<file path="src/rtl/alu_pkg.sv">
package alu_pkg;

  localparam int OP_W = 4;

  typedef enum logic [OP_W-1:0] {
    OP_AND = 4'd0,
    OP_OR  = 4'd1,
    OP_ADD = 4'd2,
    OP_SUB = 4'd6,
    OP_SLT = 4'd7,
    OP_NOR = 4'd12
  } alu_op_e;

endpackage

</file>
<file path="src/rtl/alu_logic_unit.sv">
module alu_logic_unit #(
  parameter int WIDTH = 32
) (
  input  logic [WIDTH-1:0] a,
  input  logic [WIDTH-1:0] b,
  output logic [WIDTH-1:0] and_o,
  output logic [WIDTH-1:0] or_o,
  output logic [WIDTH-1:0] nor_o
);

  for (genvar i = 0; i < WIDTH; i++) begin : g_bit
    assign and_o[i] = a[i] & b[i];
    assign or_o[i]  = a[i] | b[i];
    assign nor_o[i] = ~(a[i] | b[i]);
  end

endmodule

</file>
<file path="src/rtl/alu_addsub.sv">
module alu_addsub #(
  parameter int WIDTH = 32
) (
  input  logic [WIDTH-1:0] a,
  input  logic [WIDTH-1:0] b,
  input  logic             subtract,
  output logic [WIDTH-1:0] sum,
  output logic             cout,
  output logic             lt_signed
);

  localparam int EXT_W = WIDTH + 1;
  localparam int MSB   = WIDTH - 1;

  logic [WIDTH-1:0] b_eff;
  logic [EXT_W-1:0] wide_sum;

  // The subtract path inverts B and injects the +1 as carry-in.
  assign b_eff    = subtract ? ~b : b;
  assign wide_sum = {1'b0, a} + {1'b0, b_eff} + {{WIDTH{1'b0}}, subtract};
  assign sum      = wide_sum[WIDTH-1:0];
  assign cout     = wide_sum[WIDTH];

  // Signed less-than: when the signs differ, A is less exactly when it is
  // negative; when they agree, the difference cannot overflow, so its sign
  // bit decides.
  always_comb begin
    if (a[MSB] != b[MSB]) lt_signed = a[MSB];
    else                  lt_signed = wide_sum[MSB];
  end

endmodule

</file>
<file path="src/rtl/alu_zero_detect.sv">
module alu_zero_detect #(
  parameter int WIDTH = 32
) (
  input  logic [WIDTH-1:0] value,
  output logic             is_zero
);

  assign is_zero = ~(|value);

endmodule

</file>
<file path="src/rtl/opcode_alu.sv">
module opcode_alu
  import alu_pkg::*;
#(
  parameter int WIDTH = 32
) (
  input  logic [WIDTH-1:0] opnd_a,
  input  logic [WIDTH-1:0] opnd_b,
  input  logic [OP_W-1:0]  op_sel,
  output logic [WIDTH-1:0] result,
  output logic             zero,
  output logic             carry
);

  logic [WIDTH-1:0] and_v, or_v, nor_v, sum_v;
  logic             cout_v, lt_v, sub_mode;

  assign sub_mode = (op_sel == OP_SUB) || (op_sel == OP_SLT);

  alu_logic_unit #(.WIDTH(WIDTH)) u_logic (
    .a     (opnd_a),
    .b     (opnd_b),
    .and_o (and_v),
    .or_o  (or_v),
    .nor_o (nor_v)
  );

  alu_addsub #(.WIDTH(WIDTH)) u_addsub (
    .a         (opnd_a),
    .b         (opnd_b),
    .subtract  (sub_mode),
    .sum       (sum_v),
    .cout      (cout_v),
    .lt_signed (lt_v)
  );

  always_comb begin
    result = '0;
    carry  = 1'b0;
    case (op_sel)
      OP_AND: result = and_v;
      OP_OR:  result = or_v;
      OP_NOR: result = nor_v;
      OP_ADD: begin
        result = sum_v;
        carry  = cout_v;
      end
      OP_SUB: begin
        result = sum_v;
        carry  = cout_v;
      end
      OP_SLT: result = {{(WIDTH-1){1'b0}}, lt_v};
      default: begin
        result = '0;
        carry  = 1'b0;
      end
    endcase
  end

  alu_zero_detect #(.WIDTH(WIDTH)) u_zero (
    .value   (result),
    .is_zero (zero)
  );

endmodule

</file>
<file path="config.mk">
export PLATFORM = sky130hd
export DESIGN_NAME = opcode_alu
export DESIGN_NICKNAME = d
export VERILOG_FILES = /design/src/rtl/alu_pkg.sv /design/src/rtl/alu_logic_unit.sv /design/src/rtl/alu_addsub.sv /design/src/rtl/alu_zero_detect.sv /design/src/rtl/opcode_alu.sv
export SDC_FILE = /design/constraint.sdc
export NUM_CORES = 1
export LEC_CHECK = 0
export ABC_AREA = 1
export BUFFER_PORTS_ARGS = -buffer_cell sky130_fd_sc_hd__buf_2
export CAP_MARGIN = 20
export CORE_MARGIN = 2
export CORE_UTILIZATION = 40
export DETAILED_ROUTE_END_ITERATION = 8
export GPL_TIMING_DRIVEN = 0
export PLACE_DENSITY = 0.72
export SYNTH_ARGS = -nofsm -noshare
export SYNTH_HDL_FRONTEND = slang
export SYNTH_SLANG_ARGS = --single-unit
</file>
<file path="constraint.sdc">
create_clock -name vclk -period 4.4
set_input_delay 0 -clock vclk [all_inputs]
set_output_delay 0 -clock vclk [all_outputs]
set_load 0.005 [all_outputs]
</file>
---- After elaboration in Yosys (flattened, before gate mapping) ----
Index checks and enable logic that the tools add are counted.
word-level totals
  flip-flop bits (word level) ............. 0
  bits in latches ......................... 0
  RAM bits ................................ 0
  bits in read-only memories .............. 0
  bits of input ports ..................... 68
  output and inout port bits .............. 34
  logic and storage cells ................. 114
  memories ................................ 0
operators by class
  add/sub/neg operators ................... 2
  multipliers ............................. 0
  div/mod/pow operators ................... 0
  magnitude comparators ................... 0
  equality and inequality tests ........... 6
  shift operators ......................... 0
  mux-type cells .......................... 4
  bitwise logic cells ..................... 98
  reductions and logical operators ........ 4
operators by type and width
  operator                                                                count
  32-bit case mux with 5 select lines                                     1
  32-bit by 32-bit adder with 33-bit output                               1
  33-bit by 1-bit adder with 33-bit output                                1
  1-bit inverter                                                          33
  1-bit AND                                                               32
  32-bit two-way mux                                                      1
  32-bit inverter                                                         1
  1-bit bitwise OR                                                        32
  32-bit OR reduction                                                     1
  4-bit by 3-bit equality test with 1-bit output (second input constant)  2
  4-bit by 1-bit equality test with 1-bit output (second input constant)  1
  4-bit by 2-bit equality test with 1-bit output (second input constant)  1
  4-bit equality test (second input constant)                             1
  4-bit zero test                                                         1
  1-bit two-way mux                                                       2
  2-bit OR reduction                                                      1
  1-bit logical OR                                                        1
  1-bit inequality test                                                   1

---- Depth between registers and ports, before layout ----
  word-level depth ........................ 9
  gate-level depth with buffers ........... 22
  gate-level depth less buffers ........... 22

---- Modules after synthesis ----
From an unflattened synthesis, not the netlist that was laid out.
second synthesis, totals
  cells, all modules ...................... 832
  area, all modules ....................... 4290.4 µm²
by module, submodules not included
  module           times used  cells each  area an instance (µm²)  sequential area each (µm²)
  alu_addsub       1           404         2347.3                  0.0
  opcode_alu       1           205         1106.1                  0.0
  alu_logic_unit   1           192         720.7                   0.0
  alu_zero_detect  1           31          116.4                   0.0

---- Worst setup path before layout ----
OpenSTA, ideal clock, no wires.
  path type ............................... in2out
  start ................................... input op_sel[3]
  end ..................................... output zero
  arrival time ............................ 2.337 ns
  required time ........................... 4.400 ns
  slack ................................... 2.063 ns
  cell stages on the path ................. 19
  path buffers ............................ 1
  path through ............................ inv_2 nand3_2 buf_1 xor2_1 ha_1 a21oi_2 nor2_1 nor2_2 o21ai_4 nand2_1 nand2_1 or2_1 nand3_1 nand2_1 nor2_1 nand2_1 nor2_1 nand3_1 nor2_1
on the way
  elaborated cells on any way between the ends .. 15
  those cells by class .................... add/sub: 2; eq/ne: 5; mux: 3; bitwise: 1; reduce/logical: 4
RTL lines
  item                                            line                                source
  from (decl)                                     opcode_alu.sv:8                     input logic [OP_W-1:0] op_sel,
  4-bit by 3-bit equality test with 1-bit output  opcode_alu.sv:17, opcode_alu.sv:39
  1-bit logical OR                                opcode_alu.sv:17                    assign sub_mode = (op_sel == OP_SUB) || (op_sel == OP_SLT);
  32-bit two-way mux                              alu_addsub.sv:19                    assign b_eff = subtract ? ~b : b;
  32-bit by 32-bit adder with 33-bit output       alu_addsub.sv:20                    assign wide_sum = {1'b0, a} + {1'b0, b_eff} + {{WIDTH{1'b0}}, subtract};
  33-bit by 1-bit adder with 33-bit output        alu_addsub.sv:20
  32-bit case mux with 5 select lines *           opcode_alu.sv:39                    case (op_sel)
  via result[9]                                   opcode_alu.sv:9                     output logic [WIDTH-1:0] result,
  32-bit OR reduction *                           alu_zero_detect.sv:8                assign is_zero = ~(|value);
  1-bit inverter *                                alu_zero_detect.sv:8
  to (decl)                                       opcode_alu.sv:10                    output logic zero,
The timed path passes the listed nets; every way through them passes the cells marked *.

---- Final worst setup path ----
  start ................................... input op_sel[3]
  end ..................................... output zero
on the way
  cells in the longest elaborated chain, start to end .. 9
  elaborated cells on any way between the ends .. 15
  those cells by class .................... add/sub: 2; eq/ne: 5; mux: 3; bitwise: 1; reduce/logical: 4
ends and longest elaborated chain
  item                                            line                                source
  4-bit by 3-bit equality test with 1-bit output  opcode_alu.sv:17, opcode_alu.sv:39
  1-bit logical OR                                opcode_alu.sv:17
  32-bit two-way mux                              alu_addsub.sv:19
  32-bit by 32-bit adder with 33-bit output       alu_addsub.sv:20
  33-bit by 1-bit adder with 33-bit output        alu_addsub.sv:20
  1-bit two-way mux                               alu_addsub.sv:28                    if (a[MSB] != b[MSB]) lt_signed = a[MSB];
  32-bit case mux with 5 select lines *           opcode_alu.sv:39
  32-bit OR reduction *                           alu_zero_detect.sv:8
  1-bit inverter *                                alu_zero_detect.sv:8
Mark *: on every way between the ends. The rest lies on a longest branch, timed or not.

==> impl_metrics.json <==
{
  "gr-usage-all-layers": 0.260,
  "drive_gt1_frac": 0.160,
  "path_max_fanout": 10,
  "dieWidth_um": 99.7,
  "drc_errors": 0,
  "fin_ws_ns": 0.863,
  "path_cells": "buf_2 -> inv_2 -> nand3_2 -> buf_1 -> xnor2_1 -> ha_1 -> a21oi_1 -> nor2_1 -> nor2_1 -> nand2_1 -> nand2_1 -> nand2_1 -> nor2_1 -> o21ai_1 -> nor2_1 -> nand4_1 -> nor2_1 -> nand3_1 -> nor2_1 -> buf_2",
  "cap_viol_max_count": 0,
  "p_leak_uw": 0.00237,
  "gp_congestion": 0.993,
  "firstDrtPassIters": 5,
  "start_kind": "input port",
  "dp.cells": 925,
  "hold_path.class": "in2out",
  "hpwlAfterDp_um": 11100,
  "period_needed_ns": 3.54,
  "seq_area_sq_um": 0,
  "relSlewSlack": 0.364,
  "min_path_cells": 4,
  "setup_viol_count_final": 0,
  "cp.required_ns": 4.40,
  "status": "finished, final reports clean",
  "cp_slowest_cell": "buf_1",
  "io_buffers": 102,
  "seq_area_frac_synth": 0,
  "wire_per_inst_um": 14.2,
  "worstPathArrival_ns": 3.54,
  "cts_resized": 0,
  "drtAntennaViolNets": 0,
  "postCtsHoldBufs": 0,
  "num_io_pins": 102,
  "wl_um": 13100,
  "power.switching_uw": 389,
  "rows": 34,
  "fin_setup_tns_ns": 0,
  "syn_area_sq_mm": 0.00366,
  "p_per_area_mw_per_mm2": 141,
  "seq_cell_count": 0,
  "synth_cell_types": 37,
  "nets": 924,
  "n_clock_buffer": 0,
  "diodes": 0,
  "fin_cells": 925,
  "viasPerCell": 5.36,
  "combPwrFrac": 1.000,
  "chipHeight_um": 99.7,
  "yosys_warnings": 0,
  "core_sq_mm": 0.00881,
  "cp_common_cell": "nor2_1",
  "p_seq_frac": 0,
  "die_area_sq_mm": 0.00993,
  "vias": 4954,
  "intPower_uw": 219,
  "area_delta_synth_final_pct": 17.6,
  "p_clk_frac": 0,
  "grt_start_max_net_pins": 11,
  "post_cts_buffers": 0,
  "hold_viol": 0,
  "grt_overflow": 0,
  "synthTopCellsByArea": "nand2_1 20%, ha_1 12%, nor2_1 9.4%",
  "min_period_over_period": 0.804,
  "grt_first_pass_wirelength_um": 21200,
  "switching_share": 0.640,
  "tightest_slew_ns": 0.954,
  "fmax_mhz": 283,
  "place_ws_ns": 0.961,
  "cp-end-kind": "primary output",
  "antenna_found_initial": 0,
  "ir_drop_mv": 0.0548,
  "multiInputGateArea_sq_mm": 0.00326,
  "syn_nets": 820,
  "critPathMaxStageDelay_ns": 0.73,
  "final_max_slew_viol_count": 0,
  "crit_type": "in2out",
  "yosysTopAreaCell": "nand2_1",
  "syn_avg_cell_area_sq_um": 5.12,
  "dr.first_iter.drc_count": 326,
  "fillers": 1021,
  "syn_inst": 715,
  "grt_pass1_vias": 4513,
  "rsz0062_at_grt": "no",
  "synth_top_area_share": 0.197,
  "start_util": 0.416
}
[through the flow]
stage,cell area [sq um],utilization,power [uW],hold slack (ns)
after floorplan,3660,-,412,0.130
after detailed placement,4310,0.489,595,0.341
final,4310,0.489,608,0.339
after CTS,4310,0.489,598,0.339
after global placement,4310,0.489,592,0.339
after global routing,4310,0.489,688,0.361
[per-layer routing]
metal	track usage	up-vias	share of wire
li1	-	2592	-
met1	0.378	2159	0.49
met2	0.422	185	0.41
met3	0.0155	18	0.078
met4	0.0558	0	0.022
met5	0	-	0
[cells by family after synthesis]
logic type / count (synthesis) / synth area share
simple gates: 406 / 0.478
fa+ha+maj: 37 / 0.129
buf+inv: 105 / 0.109
compound gates: 136 / 0.210
xor+xnor: 31 / 0.0742
[power groups by stage]
stage	registers [uW]	logic, uW	clock network, uW
finish	0	608	0
global route	0	688	0
CTS	0	598	0
detailed placement	0	595	0
global placement	0	592	0
floorplan	0	412	0
[worst paths after layout]
kind	from	to	slack (ns)
max	op_sel[3]	zero	0.86
min	opnd_b[24]	result[24]	0.34
[worst max-delay path, delay by kind of cell]
kind,cells,cell delay [ns]
AND/OR/NAND/NOR,12,1.62
buffers and inverters,4,1.04
AO/OA/AOI/OAI,2,0.38
adder cells (fa/ha/maj),1,0.31
XOR/XNOR,1,0.20
[Yosys cell counts]
library cell and n:
nand4_1 16, o21ai_4 1, o21bai_1 3, xor2_1 10, nor4_1 3, a21oi_1 47
buf_1 3, a31oi_1 23, ha_1 36, nor2_2 5, or2_0 1, inv_2 4
xnor2_1 21, nor3_1 11, or2_1 3, or2_2 1, nand3_1 66, inv_1 87
a221oi_1 2, nor3_2 2, nand3_2 2, buf_2 5, clkbuf_1 6, o21ai_0 47
o211ai_1 1, and2_1 1, o21a_1 1, a311oi_1 1, nand2_1 192, o21ai_1 3
a21o_1 3, nor2_1 92, nand3b_1 3, fa_1 1, o2111ai_1 3, a21oi_2 1
nand2_2 8
[layout by cell type (no fill, tap or decap), types with 2 or more instances in the layout]
| master | n |
|---|---|
| clkbuf_1 | 6 |
| xor2_1 | 10 |
| nand3b_1 | 3 |
| o21bai_1 | 3 |
| nand2_1 | 192 |
| nor2_2 | 5 |
| nor4_1 | 3 |
| nor2_1 | 92 |
| nor3_2 | 2 |
| a21oi_1 | 47 |
| buf_2 | 107 |
| inv_2 | 4 |
| a221oi_1 | 2 |
| ha_1 | 36 |
| or2_1 | 3 |
| o2111ai_1 | 3 |
| buf_1 | 3 |
| o21ai_0 | 47 |
| a31oi_1 | 23 |
| nand4_1 | 16 |
| nand3_1 | 66 |
| o21ai_1 | 3 |
| nand2_2 | 8 |
| a21o_1 | 3 |
| xnor2_1 | 21 |
| nor3_1 | 11 |
| inv_1 | 87 |
| nand3_2 | 2 |
[final cells by class]
| class | count | area share |
|---|---|---|
| timing repair buffer | 102 | 0.119 |
| multi-input combinational | 610 | 0.757 |
| buffer | 14 | 0.0137 |
| inverter | 91 | 0.0793 |
| tap | 108 | 0.0314 |
No activity file was read; power rests on OpenSTA's default activity.
